===== config.mk =====
export PLATFORM = sky130hd
export DESIGN_NAME = dcblock_hpf
export DESIGN_NICKNAME = d
export VERILOG_FILES = /design/src/rtl/dcb_pkg.sv /design/src/rtl/dcb_shift_sel.sv /design/src/rtl/dcb_chan_bank.sv /design/src/rtl/dcb_hpf_core.sv /design/src/rtl/dcblock_hpf.sv
export SDC_FILE = /design/constraint.sdc
export NUM_CORES = 1
export LEC_CHECK = 0
export BUFFER_PORTS_ARGS = -buffer_cell sky130_fd_sc_hd__buf_2
export CAP_MARGIN = 20
export CORE_ASPECT_RATIO = 0.6
export CORE_UTILIZATION = 35
export CTS_CLUSTER_DIAMETER = 120
export DETAILED_ROUTE_END_ITERATION = 6
export PLACE_DENSITY = 0.48
export SYNTH_ARGS = -nofsm -noshare
export SYNTH_HDL_FRONTEND = slang
export SYNTH_HIERARCHICAL = 1
export SYNTH_SLANG_ARGS = --single-unit

===== constraint.sdc =====
create_clock -name clk -period 12.9 [get_ports clk]
set_clock_uncertainty 0.15 [all_clocks]
set_input_delay 1.29 -clock clk [delete_from_list [all_inputs] [get_ports clk]]
set_output_delay 1.29 -clock clk [all_outputs]
set_load 0.05 [all_outputs]

===== src/rtl/dcb_pkg.sv =====
package dcb_pkg;

    localparam int unsigned DCB_DATA_W_DEF     = 24;
    localparam int unsigned DCB_FRAC_W_DEF     = 16;
    localparam int unsigned DCB_NUM_CH_DEF     = 2;
    localparam int unsigned DCB_BASE_SHIFT_DEF = 11;

    typedef enum logic [1:0] {
        RATE_SINGLE = 2'b00,
        RATE_DUAL   = 2'b01,
        RATE_QUAD   = 2'b10,
        RATE_BAD    = 2'b11
    } rate_e;

endpackage


===== src/rtl/dcb_shift_sel.sv =====
module dcb_shift_sel
    import dcb_pkg::*;
#(
    parameter int unsigned BASE_SHIFT = DCB_BASE_SHIFT_DEF,
    parameter int unsigned SH_W       = 4
) (
    input  logic            clk,
    input  logic            rst,
    input  logic [1:0]      rate_mode,
    output logic [SH_W-1:0] shift_eff,
    output logic            mode_err
);

    typedef struct packed {
        logic [SH_W-1:0] shift;
        logic            err;
    } sel_t;

    sel_t            sel_d, sel_q;
    logic            mode_bad;
    logic [SH_W-1:0] mode_shift;

    always_comb begin
        mode_bad   = (rate_e'(rate_mode) == RATE_BAD);
        mode_shift = SH_W'(BASE_SHIFT) + SH_W'(rate_mode);
        shift_eff  = mode_bad ? sel_q.shift : mode_shift;
        sel_d      = sel_q;
        sel_d.err  = mode_bad;
        if (!mode_bad) begin
            sel_d.shift = mode_shift;
        end
    end

    always_ff @(posedge clk) begin
        if (rst) begin
            sel_q <= '{shift: SH_W'(BASE_SHIFT), err: 1'b0};
        end else begin
            sel_q <= sel_d;
        end
    end

    assign mode_err = sel_q.err;

endmodule


===== src/rtl/dcb_chan_bank.sv =====
module dcb_chan_bank #(
    parameter int unsigned NUM_CH = 2,
    parameter int unsigned CH_W   = 1,
    parameter int unsigned DATA_W = 24,
    parameter int unsigned ST_W   = 42
) (
    input  logic                     clk,
    input  logic                     rst,
    input  logic                     wr_en,
    input  logic [CH_W-1:0]          wr_chan,
    input  logic signed [DATA_W-1:0] wr_x,
    input  logic signed [ST_W-1:0]   wr_y,
    input  logic [CH_W-1:0]          rd_chan,
    output logic signed [DATA_W-1:0] rd_x,
    output logic signed [ST_W-1:0]   rd_y
);

    typedef struct packed {
        logic signed [ST_W-1:0]   y;
        logic signed [DATA_W-1:0] x;
    } ch_state_t;

    logic [NUM_CH-1:0][DATA_W-1:0] x_all;
    logic [NUM_CH-1:0][ST_W-1:0]   y_all;

    for (genvar g = 0; g < NUM_CH; g++) begin : gen_ch
        ch_state_t ch_d, ch_q;

        always_comb begin
            ch_d = ch_q;
            if (wr_en && (wr_chan == CH_W'(g))) begin
                ch_d.x = wr_x;
                ch_d.y = wr_y;
            end
        end

        always_ff @(posedge clk) begin
            if (rst) begin
                ch_q <= '0;
            end else begin
                ch_q <= ch_d;
            end
        end

        assign x_all[g] = ch_q.x;
        assign y_all[g] = ch_q.y;
    end

    always_comb begin
        rd_x = '0;
        rd_y = '0;
        for (int i = 0; i < NUM_CH; i++) begin
            if (rd_chan == CH_W'(i)) begin
                rd_x = $signed(x_all[i]);
                rd_y = $signed(y_all[i]);
            end
        end
    end

endmodule


===== src/rtl/dcb_hpf_core.sv =====
module dcb_hpf_core #(
    parameter int unsigned DATA_W = 24,
    parameter int unsigned FRAC_W = 16,
    parameter int unsigned ST_W   = 42,
    parameter int unsigned SH_W   = 4
) (
    input  logic signed [DATA_W-1:0] x_in,
    input  logic signed [DATA_W-1:0] x_prev,
    input  logic signed [ST_W-1:0]   y_prev,
    input  logic [SH_W-1:0]          shift,
    output logic signed [ST_W-1:0]   y_next,
    output logic signed [DATA_W-1:0] y_out
);

    localparam int unsigned CW = ST_W + 2;

    localparam logic signed [CW-1:0] ST_MAX  = {{(CW-ST_W+1){1'b0}}, {(ST_W-1){1'b1}}};
    localparam logic signed [CW-1:0] ST_MIN  = ~ST_MAX;
    localparam logic signed [CW-1:0] OUT_MAX = {{(CW-DATA_W+1){1'b0}}, {(DATA_W-1){1'b1}}};
    localparam logic signed [CW-1:0] OUT_MIN = ~OUT_MAX;
    localparam logic signed [CW-1:0] HALF    = CW'(1) << (FRAC_W-1);

    logic signed [CW-1:0] x_ext, xp_ext, diff, diff_sc;
    logic signed [CW-1:0] y_ext, leak, sum, ys_ext, rounded, q;

    always_comb begin
        x_ext   = {{(CW-DATA_W){x_in[DATA_W-1]}}, x_in};
        xp_ext  = {{(CW-DATA_W){x_prev[DATA_W-1]}}, x_prev};
        y_ext   = {{(CW-ST_W){y_prev[ST_W-1]}}, y_prev};
        diff    = x_ext - xp_ext;
        diff_sc = diff <<< FRAC_W;
        leak    = y_ext >>> shift;
        sum     = diff_sc + y_ext - leak;

        if (sum > ST_MAX) begin
            y_next = ST_MAX[ST_W-1:0];
        end else if (sum < ST_MIN) begin
            y_next = ST_MIN[ST_W-1:0];
        end else begin
            y_next = sum[ST_W-1:0];
        end

        ys_ext  = {{(CW-ST_W){y_next[ST_W-1]}}, y_next};
        rounded = ys_ext + HALF;
        q       = rounded >>> FRAC_W;

        if (q > OUT_MAX) begin
            y_out = OUT_MAX[DATA_W-1:0];
        end else if (q < OUT_MIN) begin
            y_out = OUT_MIN[DATA_W-1:0];
        end else begin
            y_out = q[DATA_W-1:0];
        end
    end

endmodule


===== src/rtl/dcblock_hpf.sv =====
module dcblock_hpf
    import dcb_pkg::*;
#(
    parameter int unsigned DATA_W     = DCB_DATA_W_DEF,
    parameter int unsigned FRAC_W     = DCB_FRAC_W_DEF,
    parameter int unsigned NUM_CH     = DCB_NUM_CH_DEF,
    parameter int unsigned BASE_SHIFT = DCB_BASE_SHIFT_DEF,
    localparam int unsigned CH_W      = (NUM_CH > 1) ? $clog2(NUM_CH) : 1,
    localparam int unsigned ST_W      = DATA_W + FRAC_W + 2,
    localparam int unsigned SH_W      = $clog2(BASE_SHIFT + 4)
) (
    input  logic              clk,
    input  logic              rst,
    input  logic              in_valid,
    input  logic [CH_W-1:0]   in_chan,
    input  logic [DATA_W-1:0] in_data,
    input  logic [1:0]        rate_mode,
    input  logic              bypass,
    output logic              out_valid,
    output logic [CH_W-1:0]   out_chan,
    output logic [DATA_W-1:0] out_data,
    output logic              mode_err
);

    typedef struct packed {
        logic              vld;
        logic [CH_W-1:0]   chan;
        logic [DATA_W-1:0] data;
    } out_t;

    out_t                     o_d, o_q;
    logic [SH_W-1:0]          shift_eff;
    logic signed [DATA_W-1:0] x_prev;
    logic signed [ST_W-1:0]   y_prev, y_next;
    logic signed [DATA_W-1:0] y_out;

    dcb_shift_sel #(
        .BASE_SHIFT (BASE_SHIFT),
        .SH_W       (SH_W)
    ) u_shift_sel (
        .clk        (clk),
        .rst        (rst),
        .rate_mode  (rate_mode),
        .shift_eff  (shift_eff),
        .mode_err   (mode_err)
    );

    dcb_chan_bank #(
        .NUM_CH (NUM_CH),
        .CH_W   (CH_W),
        .DATA_W (DATA_W),
        .ST_W   (ST_W)
    ) u_bank (
        .clk     (clk),
        .rst     (rst),
        .wr_en   (in_valid),
        .wr_chan (in_chan),
        .wr_x    ($signed(in_data)),
        .wr_y    (y_next),
        .rd_chan (in_chan),
        .rd_x    (x_prev),
        .rd_y    (y_prev)
    );

    dcb_hpf_core #(
        .DATA_W (DATA_W),
        .FRAC_W (FRAC_W),
        .ST_W   (ST_W),
        .SH_W   (SH_W)
    ) u_core (
        .x_in   ($signed(in_data)),
        .x_prev (x_prev),
        .y_prev (y_prev),
        .shift  (shift_eff),
        .y_next (y_next),
        .y_out  (y_out)
    );

    always_comb begin
        o_d     = o_q;
        o_d.vld = in_valid;
        if (in_valid) begin
            o_d.chan = in_chan;
            o_d.data = bypass ? in_data : y_out;
        end
    end

    always_ff @(posedge clk) begin
        if (rst) begin
            o_q <= '0;
        end else begin
            o_q <= o_d;
        end
    end

    assign out_valid = o_q.vld;
    assign out_chan  = o_q.chan;
    assign out_data  = o_q.data;

endmodule


# Yosys cells after proc, flatten, opt, wreduce, memory -nomap -nowiden

Cells that the tools add are included.
Widths: inputs -> output; s select.

Add/sub/neg operators: 5
Magnitude comparators: 4
Equality and inequality tests: 1
Shift-type cells: 1
Multiplexer cells: 8
Bitwise operators: 1
Reductions and logical operators: 2

Operators with widths:

| operator               | number |
|---|---|
| $mux 42                | 3 |
| $mux 24                | 4 |
| $gt 44x42->1 const B   | 1 |
| $lt 44x42->1 const B   | 1 |
| $sshr 42x4->44         | 1 |
| $sub 44x44->44         | 1 |
| $add 41x42->43         | 1 |
| $add 42x17->43 const B | 1 |
| $gt 27x24->1 const B   | 1 |
| $lt 27x24->1 const B   | 1 |
| $sub 24x24->25         | 1 |
| $add 4x2->4 const A    | 1 |
| $mux 4                 | 1 |
| $eq 2x2->1 const B     | 1 |
| $logic_and 1x1->1      | 2 |
| $not 1->1              | 1 |

Flip-flop bits (word level): 163
Input port bits: 31
Output and inout port bits: 27
Logic and storage cells: 31

# Longest topological paths before layout

Gate-level depths: netlist of the first run.

Word-level depth: 12
Depth in mapped cells: 47
Depth with buffers taken out: 39

# Modules after synthesis

The synthesis of the first run kept the hierarchy.

By module, submodules not included:

| module        | instances | cells each | area an instance (um2) | sequential area each (um2) |
|---|---|---|---|---|
| dcb_hpf_core  | 1         | 1237       | 8799.7                 | 0.0 |
| dcb_chan_bank | 1         | 576        | 6236.0                 | 2642.5 |
| dcblock_hpf   | 1         | 113        | 1142.3                 | 520.5 |
| dcb_shift_sel | 1         | 19         | 178.9                  | 100.1 |

# Worst setup path after synthesis of the first run

Ideal clock, no wire load.

Kind: input-to-reg
Start: input in_chan
End: register o_q (netlist bit out_data[5])
Library setup time: 86 ps
Arrival: 10416 ps
Data required time: 12664 ps
Path slack: 2249 ps
Stages: 47
Buffers on the path: 8
Cell sequence: buf_4 -> buf_4 -> mux2_2 -> inv_1 -> ha_1 -> nor2b_1 -> o21ai_0 -> a21boi_0 -> o21ai_0 -> a21oi_1 -> o21ai_0 -> a21oi_1 -> o21ai_0 -> a21oi_1 -> o21a_1 -> o21a_1 -> or4b_2 -> o311a_1 -> [11 not listed] -> mux2i_4 -> nand2_1 -> clkbuf_1 -> clkbuf_1 -> clkbuf_1 -> o21ai_0 -> ha_1 -> clkbuf_1 -> inv_1 -> nor4_1 -> a31oi_1 -> or3_4 -> a41oi_2 -> o31ai_4 -> buf_6 -> o31ai_1 -> mux2i_1 -> a211oi_1

Longest elaborated chain between the ends: 12
Elaborated cells on any way between the ends: 16
Those cells by class: add/sub: 4; order compare: 4; shift: 1; mux: 7

RTL lines:

| element              | line                | text |
|---|---|---|
| start, declared      | dcblock_hpf.sv:15   | `input logic [CH_W-1:0] in_chan,` |
| $mux 24 *            | dcb_chan_bank.sv:53 | `if (rd_chan == CH_W'(i)) begin` |
| named net x_prev[1]  | dcblock_hpf.sv:33   | `logic signed [DATA_W-1:0] x_prev;` |
| $sub 24x24->25 *     | dcb_hpf_core.sv:30  | `diff = x_ext - xp_ext;` |
| $add 41x42->43 *     | dcb_hpf_core.sv:33  | `sum = diff_sc + y_ext - leak;` |
| $sub 44x44->44 *     | dcb_hpf_core.sv:33  |  |
| $lt 44x42->1         | dcb_hpf_core.sv:37  | `end else if (sum < ST_MIN) begin` |
| $mux 42              | dcb_hpf_core.sv:37  |  |
| $mux 42 *            | dcb_hpf_core.sv:35  | `if (sum > ST_MAX) begin` |
| named net y_next[16] | dcblock_hpf.sv:34   | `logic signed [ST_W-1:0] y_prev, y_next;` |
| $add 42x17->43 *     | dcb_hpf_core.sv:44  | `rounded = ys_ext + HALF;` |
| $lt 27x24->1         | dcb_hpf_core.sv:49  | `end else if (q < OUT_MIN) begin` |
| $mux 24              | dcb_hpf_core.sv:49  |  |
| $mux 24 *            | dcb_hpf_core.sv:47  | `if (q > OUT_MAX) begin` |
| named net y_out[5]   | dcblock_hpf.sv:35   | `logic signed [DATA_W-1:0] y_out;` |
| $mux 24 *            | dcblock_hpf.sv:84   | `o_d.data = bypass ? in_data : y_out;` |
| end signal, assigned | dcblock_hpf.sv:90   | `o_q <= '0;` |
| end signal, assigned | dcblock_hpf.sv:92   | `o_q <= o_d;` |
| end, declared        | dcblock_hpf.sv:31   | `out_t o_d, o_q;` |

Mark *: on every way through the listed nets, which the timed path passes. The rest lies on a longest branch.
A chain may end at the register's enable or synchronous reset.

# Worst setup path in the final report of the first run

Start: input in_chan
End: register o_q (netlist bit out_data[3])

Same word-level chain as after synthesis.

==> flow_metrics.py, run 1 <==
metrics = {
    "detailed_routing": {
        "vias_per_cell": 5.66,
        "wire_per_inst_um": 22.5,
        "drt_wl_total_mm": 57.4,
        "ant_nets": 0,
        "drtIter0Drc": 1554,
        "firstDrtPassIters": 6,
        "vias": 14448,
        "drc": 0,
    },
    "logic_synthesis": {
        "syn_avg_cell_area_um2": 8.41,
        "synth-async-reset-ratio_pct": 0,
        "synth.top_cell.area_share_pct": 19.9,
        "synth.area.top_cells": "dfxtp_1 (20%), mux2i_1 (11%), nand2b_1 (8.2%)",
        "post-synth-top-area-cell": "dfxtp_1",
        "netlist_area_um2": 16400,
        "ys_seq_elements": 163,
        "synthDistinctLibCells": 103,
        "ys_top_cells_by_count": "nand2b_1 (215), mux2i_1 (179), dfxtp_1 (163), nand2_1 (150), inv_1 (141)",
        "ys.flop_type": "dfxtp_1",
        "yosysSeqAreaShare_pct": 19.9,
        "synth.most_common_cell": "nand2b_1",
        "synth_cells": 1945,
        "yosysWarnings": 6,
        "synth_edf_count": 0,
        "synth_nets": 2085,
    },
    "critical_path": {
        "crit_path_start": "in_chan",
        "crit_fanout": 38,
        "critPathMaxStageDelay_ns": 0.65,
        "crit_type": "input port to flop",
        "cp_data_arrival_time_ns": 11.22,
        "crit_path_end_kind": "flop",
        "critPathSlowestCell": "or4b_2",
        "required_ns": 13.12,
        "cp-start-kind": "input port",
        "r2r_start": "u_bank/gen_ch[0].ch_q[1]$_SDFFE_PP0P_",
        "ff2ff_setup_slack_ns": 2.70,
    },
    "die": {
        "initial_core_util_pct": 36.0,
        "die_h_um": 169,
        "chipWidth_um": 281,
        "io_pins": 58,
        "core_area_um2": 45400,
        "num_rows": 60,
        "die_area_um2": 47600,
    },
    "final_layout": {
        "areaGrowthSynthToFinish_pct": 7.34,
        "drive_above_1_share_pct": 15.7,
        "nets": 2061,
    },
    "sta": {
        "tightest_slew_ns": 1.16,
        "rsz0062_at_grt": "false",
        "fmaxAchievable_mhz": 90.9,
        "final-setup-viol-count": 0,
        "hold_ws_ns": 0.299,
        "setup-tns-final_ns": 0,
        "slew_headroom_pct": 22.7,
        "fin_crit_sh_pct": 85.3,
        "period_needed_ns": 11.00,
        "drv_slew": 0,
        "hold_viol": 0,
    },
    "place": {
        "dpl.hpwl_mm": 44.8,
        "numPortBuffers": 57,
        "place_congestion": 0.919,
    },
    "cts": {
        "clk_latency_ns": 0.47,
        "cts_resized": 0,
        "holdBufCountCts": 0,
        "cts_buffer_depth": 2,
        "tritoncts": "yes",
        "cts.sinks": 163,
        "clk_pin_slew_worst_paths_ns": 0.07,
        "h-tree-depth": 4,
        "cts_buffers": 17,
        "cts_root_buffer": "clkbuf_16",
        "postCtsSetupRepairBufs": 0,
    },
    "global_route": {
        "grt_max_degree": 87,
        "track_usage_pct": 24.4,
        "grt_first_pass_wirelength_mm": 86.9,
        "grt_antenna_before_repair": 2,
        "grt_pass1_vias": 13428,
        "grt_overflow_total": 0,
    },
    "run_status": {
        "outcome": "finished clean",
    },
    "min_path": {
        "hp-start": "u_shift_sel/sel_q[4]$_SDFF_PP1_",
        "hp-class": "flop to flop",
    },
    "job": {
        "maxCapViolations": 0,
    },
}
-- per-stage QoR --
step | std cells | util, % | area [um^2] | worst slack [ns]
detailed placement | 2522 | 37.3 | 16900 | 1.61
global placement | 2522 | 37.3 | 16900 | 1.92
finish | 2554 | 38.7 | 17600 | 1.90
global route | 2553 | 38.7 | 17600 | 1.06
floorplan | 1945 | - | 16400 | 2.25
CTS | 2553 | 38.7 | 17600 | 2.10
-- layout by cell type (no fill, tap or decap), types with 14 or more instances in the layout --
| cell | synthesis | final |
|---|---|---|
| a211oi_1 | 39 | 39 |
| a21o_1 | 24 | 24 |
| mux2i_1 | 179 | 179 |
| fa_1 | 27 | 27 |
| a31oi_1 | 20 | 20 |
| nand2b_1 | 215 | 215 |
| buf_2 | 23 | 55 |
| xor2_1 | 25 | 25 |
| o21ai_0 | 90 | 89 |
| mux4_2 | 37 | 37 |
| and3_1 | 17 | 17 |
| ha_1 | 82 | 82 |
| nand3_1 | 26 | 26 |
| dfxtp_1 | 163 | 163 |
| clkbuf_16 | 0 | 17 |
| and2_1 | 14 | 14 |
| nor3_1 | 24 | 24 |
| a21oi_1 | 106 | 106 |
| o211ai_1 | 17 | 17 |
| nor2_1 | 101 | 100 |
| nand2_1 | 150 | 148 |
| inv_1 | 141 | 141 |
| mux2_2 | 72 | 72 |
| buf_4 | 8 | 22 |
| xnor2_1 | 33 | 33 |
-- kinds of logic (layout without fill, tap and decap cells) --
group                      after synthesis  in the layout  share of synthesized area, %
and+or+nand+nor                        624            624                          20.2
AOI/OAI and AO/OA                      438            438                          18.7
muxes                                  289            289                          21.1
buffers and inverters                  264            252                          7.32
DFF                                    163            163                          19.9
adders and majority gates              109            109                          9.58
xor gates and xnor gates                58             58                          3.11
other                                    0              1                             0
-- critical path: cells and delay by family --
family	cells	cell delay [ns]
and+or+nand+nor	5	1.95
AOI/OAI and AO/OA	21	4.45
muxes	3	0.82
adders and majority gates	4	1.50
buffers and inverters	6	1.15
-- area by class of cell --
cell class / count / area (um^2)
multi-input combinational: 1518 / 11900
fill: 4708 / 27900
tap: 620 / 776
clock buffer: 18 / 439
timing repair buffer: 77 / 440
clock inverter: 13 / 168
sequential: 163 / 3260
antenna: 1 / 2.50
inverter: 144 / 541
-- routing by layer --
metal / vias up / track usage (%) / wire, um
met3: 19 / 6.94 / 5570
met4: 0 / 3.90 / 367
li1: 6853 / - / -
met5: - / 0 / 0
met1: 7040 / 40.7 / 31100
met2: 536 / 29.2 / 20300
-- final timing paths --
path	endpoint	depth (start not counted)
worst min-delay path	u_shift_sel/sel_q[4]$_SDFF_PP1_	1
worst max register to register	out_data[3]$_SDFFE_PP0P_	40
worst min register to register	u_shift_sel/sel_q[4]$_SDFF_PP1_	1
worst max-delay path	out_data[3]$_SDFFE_PP0P_	39
-- sequential cells by signal (all words and copies together) (netlist names) --
register,cells
u_bank/gen_ch.ch_q,132
out_data,24
u_shift_sel/sel_q,4
out_chan,1
out_valid,1
u_shift_sel/mode_err,1
Power of run 1 is not shown: default switching activity piles up to over one toggle a cycle in this logic, so the estimate is an artifact.
==> run 2, diff against run 1 <==
--- a/config.mk
+++ b/config.mk
@@ -12,6 +12,7 @@
 export CTS_CLUSTER_DIAMETER = 120
 export DETAILED_ROUTE_END_ITERATION = 6
 export PLACE_DENSITY = 0.48
+export SKIP_LAST_GASP = 1
 export SYNTH_ARGS = -nofsm -noshare
 export SYNTH_HDL_FRONTEND = slang
 export SYNTH_HIERARCHICAL = 1
==> constraint.sdc (replaced) <==
create_clock -name clk -period 11.9 [get_ports clk]
set_clock_uncertainty 0.15 [all_clocks]
set_input_delay 1.19 -clock clk [delete_from_list [all_inputs] [get_ports clk]]
set_output_delay 1.19 -clock clk [all_outputs]
set_load 0.05 [all_outputs]
==> flow_metrics.py, run 2 (same netlist as run 1, synthesis figures left out) <==
metrics = {
    "final_layout": {
        "mostFrequentLayoutCells": "nand2b_1 (215), mux2i_1 (179), dfxtp_1 (163)",
        "antenna_cells": 0,
        "nets": 2065,
        "regMostFlops": "u_bank/gen_ch.ch_q",
        "final_common_cell": "nand2b_1",
        "drive_above_1_share_pct": 15.9,
        "areaGrowthSynthToFinish_pct": 7.51,
        "fin_area_um2": 17600,
        "largest_reg_flops": 132,
    },
    "global_route": {
        "use_met3_pct": 4.76,
        "grt_overflow_total": 0,
        "grt_antenna_before_repair": 0,
        "grtUsageMet1_pct": 42.1,
        "met2_usage_pct": 30.0,
        "track_usage_pct": 24.6,
        "gr-max-usage-layer": "met1",
        "grt_max_degree": 86,
        "grt_first_pass_wirelength_mm": 87.4,
        "grt_pass1_vias": 13390,
    },
    "cts": {
        "cts.sinks": 163,
        "clk_latency_ns": 0.47,
        "tritoncts": "yes",
        "cts_buffer_depth": 2,
        "postCtsSetupRepairBufs": 0,
        "cts_root_buffer": "clkbuf_16",
        "clk_pin_slew_worst_paths_ns": 0.07,
        "cts_buffers": 17,
        "h-tree-depth": 4,
    },
    "sta": {
        "slew_headroom_pct": 35.2,
        "final-setup-viol-count": 0,
        "worst_slack_ns": 0.871,
        "setup-tns-final_ns": 0,
        "period_needed_ns": 11.03,
        "rsz0062_at_grt": "false",
        "fmaxAchievable_mhz": 90.7,
        "drv_slew": 0,
        "tightest_slew_ns": 0.963,
        "fin_crit_sh_pct": 92.7,
        "hold_viol": 0,
    },
    "detailed_routing": {
        "firstDrtPassIters": 5,
        "vias_per_cell": 5.69,
        "drt_wl_total_mm": 57.7,
        "ant_nets": 0,
        "vias": 14556,
        "drtIter0Drc": 1485,
        "drc": 0,
        "wire_per_inst_um": 22.6,
    },
    "critical_path": {
        "critPathMaxStageDelay_ns": 0.64,
        "crit_fanout": 23,
        "cp-start-kind": "input port",
        "cpMostUsedCell": "o21ai_0",
        "cp_data_arrival_time_ns": 11.25,
        "crit_path_end_kind": "flop",
        "crit_type": "input port to flop",
        "required_ns": 12.12,
        "critPathSlowestCell": "or4b_2",
    },
    "die": {
        "num_rows": 60,
        "core_area_um2": 45400,
        "die_h_um": 169,
        "chipWidth_um": 281,
        "initial_core_util_pct": 36.0,
        "die_area_um2": 47600,
        "io_pins": 58,
    },
    "job": {
        "maxCapViolations": 0,
    },
    "place": {
        "pre_cts_slack_ns": 0.517,
        "place_area_um2": 17000,
        "place_congestion": 0.939,
        "dpl.hpwl_mm": 45.4,
        "numPortBuffers": 57,
    },
    "min_path": {
        "hp-class": "flop to flop",
    },
    "run_status": {
        "outcome": "finished clean",
    },
}
-- run 2: cell types whose count changed in the layout (fill, tap and decap cells not counted), sizes merged --
cell    before  now
diode        1    0
bufinv       2    1
inv        149  150
clkinv       3    4
buf         77   81
-- run 2: per-layer routing --
layer / routed length (um) / share of wire (%)
met5: 0 / 0
met4: 446 / 0.77
met3: 3890 / 6.7
met2: 20600 / 36
met1: 32800 / 57
-- run 2: worst max-delay path: cells and delay by family --
family	cells	cell delay, ns
buf+inv	5	0.75
fa+ha+maj	4	1.49
compound gates	23	4.86
simple gates	6	2.05
mux	3	0.85
-- run 2: path summary, 6_finish.rpt --
kind | slack [ns] | endpoint | startpoint | cells after the start
max reg2reg | 1.73 | out_data[3]$_SDFFE_PP0P_ | u_bank/gen_ch[1].ch_q[1]$_SDFFE_PP0P_ | 40
max | 0.87 | out_data[3]$_SDFFE_PP0P_ | in_chan | 41
min | 0.30 | u_shift_sel/sel_q[4]$_SDFF_PP1_ | u_shift_sel/sel_q[4]$_SDFF_PP1_ | 1
min reg2reg | 0.30 | u_shift_sel/sel_q[4]$_SDFF_PP1_ | u_shift_sel/sel_q[4]$_SDFF_PP1_ | 1
-- run 2: repair_timing --
action | 4_1_cts | 5_1_grt
gates resized for setup | 0 | 1
hold endpoints to repair | 0 | 0
hold buffers | 0 | 0
setup endpoints to repair | 0 | 17
-- run 2: final cells by class --
cell class / instances / area, um^2
inverter: 144 / 541
sequential: 163 / 3260
clock inverter: 14 / 160
fill: 4683 / 27800
multi-input combinational: 1518 / 11900
clock buffer: 18 / 429
tap: 620 / 776
timing repair buffer: 81 / 483
-- run 2: through the flow --
step / hold WS, ns / instances / utilization [%]
floorplan: 0.257 / 1945 / -
global placement: 0.270 / 2525 / 37.4
detailed placement: 0.274 / 2525 / 37.4
CTS: 0.294 / 2557 / 38.7
global route: 0.307 / 2558 / 38.7
finish: 0.295 / 2558 / 38.7
Power of run 2 is left out for the same reason.
